File: src/rtl/cp_ctrl_pkg.sv
package cp_ctrl_pkg;
  localparam int unsigned REG_W  = 8;
  localparam int unsigned B_EN   = 0;
  localparam int unsigned B_DIS  = 1;
  localparam int unsigned B_ENC  = 2;
  localparam int unsigned B_EOFF = 3;
  localparam int unsigned B_KEY  = 4;
  localparam int unsigned B_LIST = 5;
  localparam int unsigned B_RST  = 7;
  localparam int unsigned N_CMD  = 5;
  localparam int unsigned C_EN   = 0;
  localparam int unsigned C_DIS  = 1;
  localparam int unsigned C_EOFF = 2;
  localparam int unsigned C_LIST = 3;
  localparam int unsigned C_RST  = 4;

  typedef enum logic [1:0] {
    VM_PLAIN = 2'b00,
    VM_BLUE  = 2'b01,
    VM_ENC   = 2'b10
  } vmode_e;
endpackage

File: src/rtl/cp_cmd_pulse.sv
module cp_cmd_pulse #(
  parameter int unsigned N = 5
) (
  input  logic         clk,
  input  logic         rst_n,
  input  logic [N-1:0] req,
  output logic [N-1:0] pulse
);
  logic [N-1:0] pulse_q;
  logic [N-1:0] pulse_d;

  for (genvar g = 0; g < N; g++) begin : g_cmd
    always_comb begin
      pulse_d[g] = req[g];
    end

    always_ff @(posedge clk or negedge rst_n) begin
      if (!rst_n) begin
        pulse_q[g] <= 1'b0;
      end else begin
        pulse_q[g] <= pulse_d[g];
      end
    end
  end

  assign pulse = pulse_q;
endmodule

File: src/rtl/cp_state_bits.sv
module cp_state_bits (
  input  logic clk,
  input  logic rst_n,
  input  logic auth_set,
  input  logic auth_clr,
  input  logic key_set,
  input  logic key_clr,
  input  logic enc_load,
  input  logic enc_val,
  output logic auth_on,
  output logic key_ok,
  output logic enc_stored
);
  logic auth_q, auth_d, auth_ce;
  logic key_q, key_d, key_ce;
  logic enc_q, enc_d, enc_ce;

  always_comb begin
    auth_ce = auth_set | auth_clr;
    auth_d  = auth_clr ? 1'b0 : 1'b1;
    key_ce  = key_set | key_clr;
    key_d   = key_clr ? 1'b0 : 1'b1;
    enc_ce  = enc_load;
    enc_d   = enc_val;
  end

  always_ff @(posedge clk or negedge rst_n) begin
    if (!rst_n) begin
      auth_q <= 1'b0;
      key_q  <= 1'b0;
      enc_q  <= 1'b0;
    end else begin
      if (auth_ce) auth_q <= auth_d;
      if (key_ce)  key_q  <= key_d;
      if (enc_ce)  enc_q  <= enc_d;
    end
  end

  assign auth_on    = auth_q;
  assign key_ok     = key_q;
  assign enc_stored = enc_q;
endmodule

File: src/rtl/cp_vmode_sel.sv
module cp_vmode_sel
  import cp_ctrl_pkg::*;
(
  input  logic   enc_on,
  input  logic   authed,
  output vmode_e mode
);
  always_comb begin
    if (!enc_on)     mode = VM_PLAIN;
    else if (authed) mode = VM_ENC;
    else             mode = VM_BLUE;
  end
endmodule

File: src/rtl/cp_tx_ctrl_reg.sv
module cp_tx_ctrl_reg
  import cp_ctrl_pkg::*;
(
  input  logic             clk,
  input  logic             rst_n,
  input  logic             wr_en,
  input  logic [REG_W-1:0] wr_data,
  output logic [REG_W-1:0] rd_data,
  input  logic             sts_authed,
  input  logic             sts_key_ready,
  input  logic             mode_enc_always,
  output logic             o_rst_pulse,
  output logic             o_auth_en_pulse,
  output logic             o_auth_dis_pulse,
  output logic             o_list_ok_pulse,
  output logic             o_enc_dis_pulse,
  output logic             o_key_ok,
  output logic             o_auth_on,
  output logic             o_enc_on,
  output logic [1:0]       o_video_mode
);
  logic [N_CMD-1:0] cmd_req;
  logic [N_CMD-1:0] cmd_pulse;
  logic             kill_auth;
  logic             auth_on, key_ok, enc_stored, enc_eff;
  logic             enc_load, enc_val;
  vmode_e           vmode;

  always_comb begin
    kill_auth       = wr_en & (wr_data[B_DIS] | wr_data[B_RST]);
    cmd_req         = '0;
    cmd_req[C_EN]   = wr_en & wr_data[B_EN] & ~kill_auth;
    cmd_req[C_DIS]  = wr_en & wr_data[B_DIS];
    cmd_req[C_EOFF] = wr_en & wr_data[B_EOFF];
    cmd_req[C_LIST] = wr_en & wr_data[B_LIST];
    cmd_req[C_RST]  = wr_en & wr_data[B_RST];
    enc_load        = wr_en & ~mode_enc_always;
    enc_val         = wr_data[B_ENC] & ~wr_data[B_EOFF];
  end

  cp_cmd_pulse #(.N(N_CMD)) u_pulse (
    .clk   (clk),
    .rst_n (rst_n),
    .req   (cmd_req),
    .pulse (cmd_pulse)
  );

  cp_state_bits u_state (
    .clk        (clk),
    .rst_n      (rst_n),
    .auth_set   (wr_en & wr_data[B_EN]),
    .auth_clr   (kill_auth),
    .key_set    (wr_en & wr_data[B_KEY]),
    .key_clr    (sts_key_ready | (wr_en & wr_data[B_RST])),
    .enc_load   (enc_load),
    .enc_val    (enc_val),
    .auth_on    (auth_on),
    .key_ok     (key_ok),
    .enc_stored (enc_stored)
  );

  assign enc_eff = enc_stored | mode_enc_always;

  cp_vmode_sel u_vsel (
    .enc_on (enc_eff),
    .authed (sts_authed),
    .mode   (vmode)
  );

  always_comb begin
    rd_data        = '0;
    rd_data[B_EN]  = auth_on;
    rd_data[B_ENC] = enc_eff;
    rd_data[B_KEY] = key_ok;
  end

  assign o_rst_pulse      = cmd_pulse[C_RST];
  assign o_auth_en_pulse  = cmd_pulse[C_EN];
  assign o_auth_dis_pulse = cmd_pulse[C_DIS];
  assign o_list_ok_pulse  = cmd_pulse[C_LIST];
  assign o_enc_dis_pulse  = cmd_pulse[C_EOFF];
  assign o_key_ok         = key_ok;
  assign o_auth_on        = auth_on;
  assign o_enc_on         = enc_eff;
  assign o_video_mode     = vmode;
endmodule

File: config.mk
export PLATFORM = sky130hd
export DESIGN_NAME = cp_tx_ctrl_reg
export DESIGN_NICKNAME = d
export VERILOG_FILES = /design/src/rtl/cp_ctrl_pkg.sv /design/src/rtl/cp_cmd_pulse.sv /design/src/rtl/cp_state_bits.sv /design/src/rtl/cp_vmode_sel.sv /design/src/rtl/cp_tx_ctrl_reg.sv
export SDC_FILE = /design/constraint.sdc
export NUM_CORES = 1
export LEC_CHECK = 0
export BUFFER_PORTS_ARGS = -buffer_cell sky130_fd_sc_hd__buf_4
export CAP_MARGIN = 20
export CORE_AREA = 2 2 39 41
export DETAILED_ROUTE_END_ITERATION = 8
export DIE_AREA = 0 0 41 43
export GPL_TIMING_DRIVEN = 0
export PLACE_DENSITY = 0.65
export SLEW_MARGIN = 20
export SYNTH_ARGS = -nofsm -noshare
export SYNTH_HDL_FRONTEND = slang
export SYNTH_SLANG_ARGS = --single-unit
File: constraint.sdc
create_clock -name clk -period 1.07 [get_ports clk]
set_clock_uncertainty 0.05 [all_clocks]
set_input_delay 0.0535 -clock clk [delete_from_list [all_inputs] [get_ports clk]]
set_output_delay 0.0535 -clock clk [all_outputs]
set_load 0.02 [all_outputs]
# After elaboration in Yosys (flattened, before gate mapping)
# Index checks and enable logic that the tools add are counted.
# word_totals
regBits	8
in_bits	14
out_inout_bits	18
# classes
n_mux	4
n_bitwise	18
# op_table
operator	n
1-bit bitwise AND	10
1-bit OR	5
2-bit 2-to-1 mux	2
1-bit inverter	3
1-bit 2-to-1 mux	2

# Longest topological paths before layout
# depth
depth_word	4
mapped_depth	2

# By module
# From an unflattened synthesis, not the netlist that was laid out.
# hier_totals
cells_unflattened	34
hier_area_um2	407.9
# modules_own_cells
mod	instances	cells_per_inst	area_per_inst_um2
cp_tx_ctrl_reg	1	21	156.4
cp_cmd_pulse	1	5	125.1
cp_state_bits	1	6	110.1
cp_vmode_sel	1	2	16.3

# Worst setup path before layout
# OpenSTA, ideal clock, no wires.
# synth_timing
kind	flip-flop to output port
start	register u_state.enc_q, in the netlist u_state.enc_stored
end	output port o_video_mode[1]
arrival_time_ns	0.933
required_time_ns	0.967
path_slack_ns	0.034
path_stages_with_launch	3
cell_sequence	dfrtp_1 or2_1 and2_1
# synth_via
elab_chain_len	2
# synth_rtl
item	line_no	text
from (decl)	cp_state_bits.sv:16	logic enc_q, enc_d, enc_ce;
from (signal assigned)	cp_state_bits.sv:35	if (enc_ce) enc_q <= enc_d;
1-bit OR	cp_tx_ctrl_reg.sv:62	assign enc_eff = enc_stored | mode_enc_always;
named net o_enc_on	cp_tx_ctrl_reg.sv:19	output logic o_enc_on,
2-bit 2-to-1 mux	cp_vmode_sel.sv:9	if (!enc_on) mode = VM_PLAIN;
to (decl)	cp_tx_ctrl_reg.sv:20	output logic [1:0] o_video_mode
# The timed path passes the listed nets, and every way through them passes these cells.

# Final worst setup path
# layout_timing
start	register u_state.enc_q, in the netlist u_state.enc_stored
end	output port o_video_mode[1]
# layout_via
elab_chain_len	2
# layout_rtl
item	line_no
1-bit OR	cp_tx_ctrl_reg.sv:62
2-bit 2-to-1 mux	cp_vmode_sel.sv:9
# No other way between the ends.

==> metrics.txt <==
status finished with violations; failing checks setup timing; initial antenna violation count 0; largest net degree at the start of global routing 10; fin nets 92; Net Sw Frac 26.5%; RSZ-0062 raised after global routing true; critical path capture point type output port; DP Area 606 sq um; final-report hold violation count 0; commonest non-fill, non-tap cells in the layout buf_4 (32), dfrtp_1 (8), dlygate4sd3_1 (7); Core Box Area 1380 sq um; via/cell ratio 3.99; drt first-iter violations 3; row count 14; pwr dens 1120 nW/um^2; Die Y 43 um; Layout Utilization 54.1%; post-synthesis adder-cell area fraction 0%; number of max-cap violations 0; Synth Area in Compound Gates 4.58%; Filler Cell Count 125; main combinational cell family by area after synthesis simple AND/OR/NAND/NOR gates; DRC 0; Root Buffer clkbuf_4; CTS tree built; TritonRoute pass-1 iters 2; post-synthesis mux area share 3.92%; diode count 0; WL/cell 9.76 um; most common cell after layout, fill and taps aside buf_4; number of primary I/O pins 32; Ys Warns 0; final worst setup slack -0.196 ns; startpoint types flop; die area 1760 sq um; synthesized cell area 383 sq um; hold_ws 0.0385 ns; clock power share 26.0%; fin cells 92; Total GRT Usage 9.80%; Simple-Gate Fraction of Synth Area 22.5%; Combinational Power Share 34.5%; critical path required time 0.97 ns; Design Area, Final 748 sq um; Max FO, Critical Path 4; sequential share of the synthesized area 52.3%; internal power 0.617 mW; I/O Buffers 25; leak pwr 0.408 nW; clock slew at reported path FFs 0.05 ns; Seq pwr share 39.5%; CTS Buffer Depth 2; Hold Path Stages 3; Final Power 0.839 mW; Max Clk Rate 790 MHz; Max Slew Vio Count 0; Final min period 1.27 ns; xor and xnor area share after synthesis 0%; # setup viols final 4; Cells after DPL 79; library cells used by synthesis 14; worst r2r dst u_state.enc_stored$_DFFE_PN0P_; layout cells sized above 1 63.2%; switching pwr 0.222 mW; first-pass GRT wire length 1180 um; Worst R2R Setup Slack 0.02 ns; H-tree levels 1; Die Wd 41 um; CTS Sinks 8; number of global-route vias before repair 304; WP data arrival 1.16 ns; GPL Wtd Cong 0.586; gr ovfl total 0; Gate Count Post-Synth 34; hold path start wr_en; clk_lat worst skew 0.24 ns; Synth Register Bits 8; Worst Hold End u_pulse.pulse[0]$_DFF_PN0_; antenna violation net count after detailed routing 0; vias post-DR 367; r2r startpoint u_state.enc_stored$_DFFE_PN0P_; fin crit share 118%; Crit Path Category flop to output port; IR drop worst, VDD 0.504 mV; HP Class input pin to flop; syn avg cell area 11.3 sq um; Area Growth Syn to Fin 95.4%; Num CTS Buffers 3; Reg2Reg Depth 3; Starting Density 27.7%; drt total wl 898 um
## how the worst max path moves through the flow
stage / from / to / slack, ns / cells after the start
floorplan: u_state.enc_stored$_DFFE_PN0P_ / o_video_mode[1] / 0.03 / 2
global placement: u_state.enc_stored$_DFFE_PN0P_ / o_video_mode[1] / 0.04 / 3
detailed placement: u_state.enc_stored$_DFFE_PN0P_ / o_video_mode[1] / 0.04 / 3
CTS: u_state.enc_stored$_DFFE_PN0P_ / o_video_mode[0] / -0.20 / 3
global route: u_state.enc_stored$_DFFE_PN0P_ / o_video_mode[1] / -0.22 / 3
finish: u_state.enc_stored$_DFFE_PN0P_ / o_video_mode[1] / -0.20 / 3
## cell families (layout without fill, tap and decap cells)
logic type	count (synthesis)	in the layout
other	1	5
muxes	1	1
buffers and inverters	8	46
AOI/OAI and AO/OA	3	3
DFF	8	8
and+or+nand+nor	13	13
## cells in the mapped netlist, drive strengths merged
library cell  n  share of area, %
dfrtp         8                52
nor2b         3               6.9
mux2          1               3.9
o21a          1               2.0
a21oi         2               2.6
buf           8                16
nand2         1              0.98
and2          5               9.5
nor2          1              0.98
nor3          2               2.6
or2           1               1.6
conb          1              0.98
## timing repair
action	CTS	global route
gates resized for setup	3	4
setup endpoints to repair	4	4
pin swaps	2	1
buffers inserted	1	2
hold buffers	7	0
hold endpoints to repair	13	0
## layer usage
metal	up-vias	global-route usage, %	wire length (um)
met1	164	10.8	331
met4	0	6.00	0
met5	-	0	0
met3	0	1.57	101
met2	21	16.3	465
li1	182	-	-
## power groups by stage
| stage | combinational, mW | clock (mW) | sequential, mW |
|---|---|---|---|
| floorplan | 0.106 | 0 | 0.353 |
| global placement | 0.225 | 0 | 0.335 |
| detailed placement | 0.227 | 0 | 0.336 |
| CTS | 0.261 | 0.230 | 0.331 |
| global route | 0.309 | 0.233 | 0.333 |
| finish | 0.289 | 0.219 | 0.331 |
## critical path, stage by stage, from the launching register on
cell and delay [ns]:
dfrtp_1 0.38, or2_4 0.27, and2_4 0.14, buf_6 0.12
## state kept, by name (all words and copies together) (netlist names)
name,count
u_state.enc_stored,1
u_pulse.pulse,5
u_state.auth_on,1
u_state.key_ok,1
## per-stage QoR
stage | TNS (ns) | setup slack, ns
after floorplan | 0 | 0.0337
after global placement | 0 | 0.0373
after detailed placement | 0 | 0.0422
after CTS | -0.720 | -0.195
after global routing | -0.830 | -0.216
final | -0.746 | -0.196
## layout make-up
cell class / count / area, sq um / share of cell area, %
flip-flops and latches: 8 / 200 / 26.8
multi-input cells: 22 / 150 / 20.1
clock buffers: 3 / 22.5 / 3.01
well taps: 16 / 20.0 / 2.68
repair buffers: 35 / 295 / 39.5
plain buffers: 8 / 60.1 / 8.03
(Power assumes the default switching activity.)
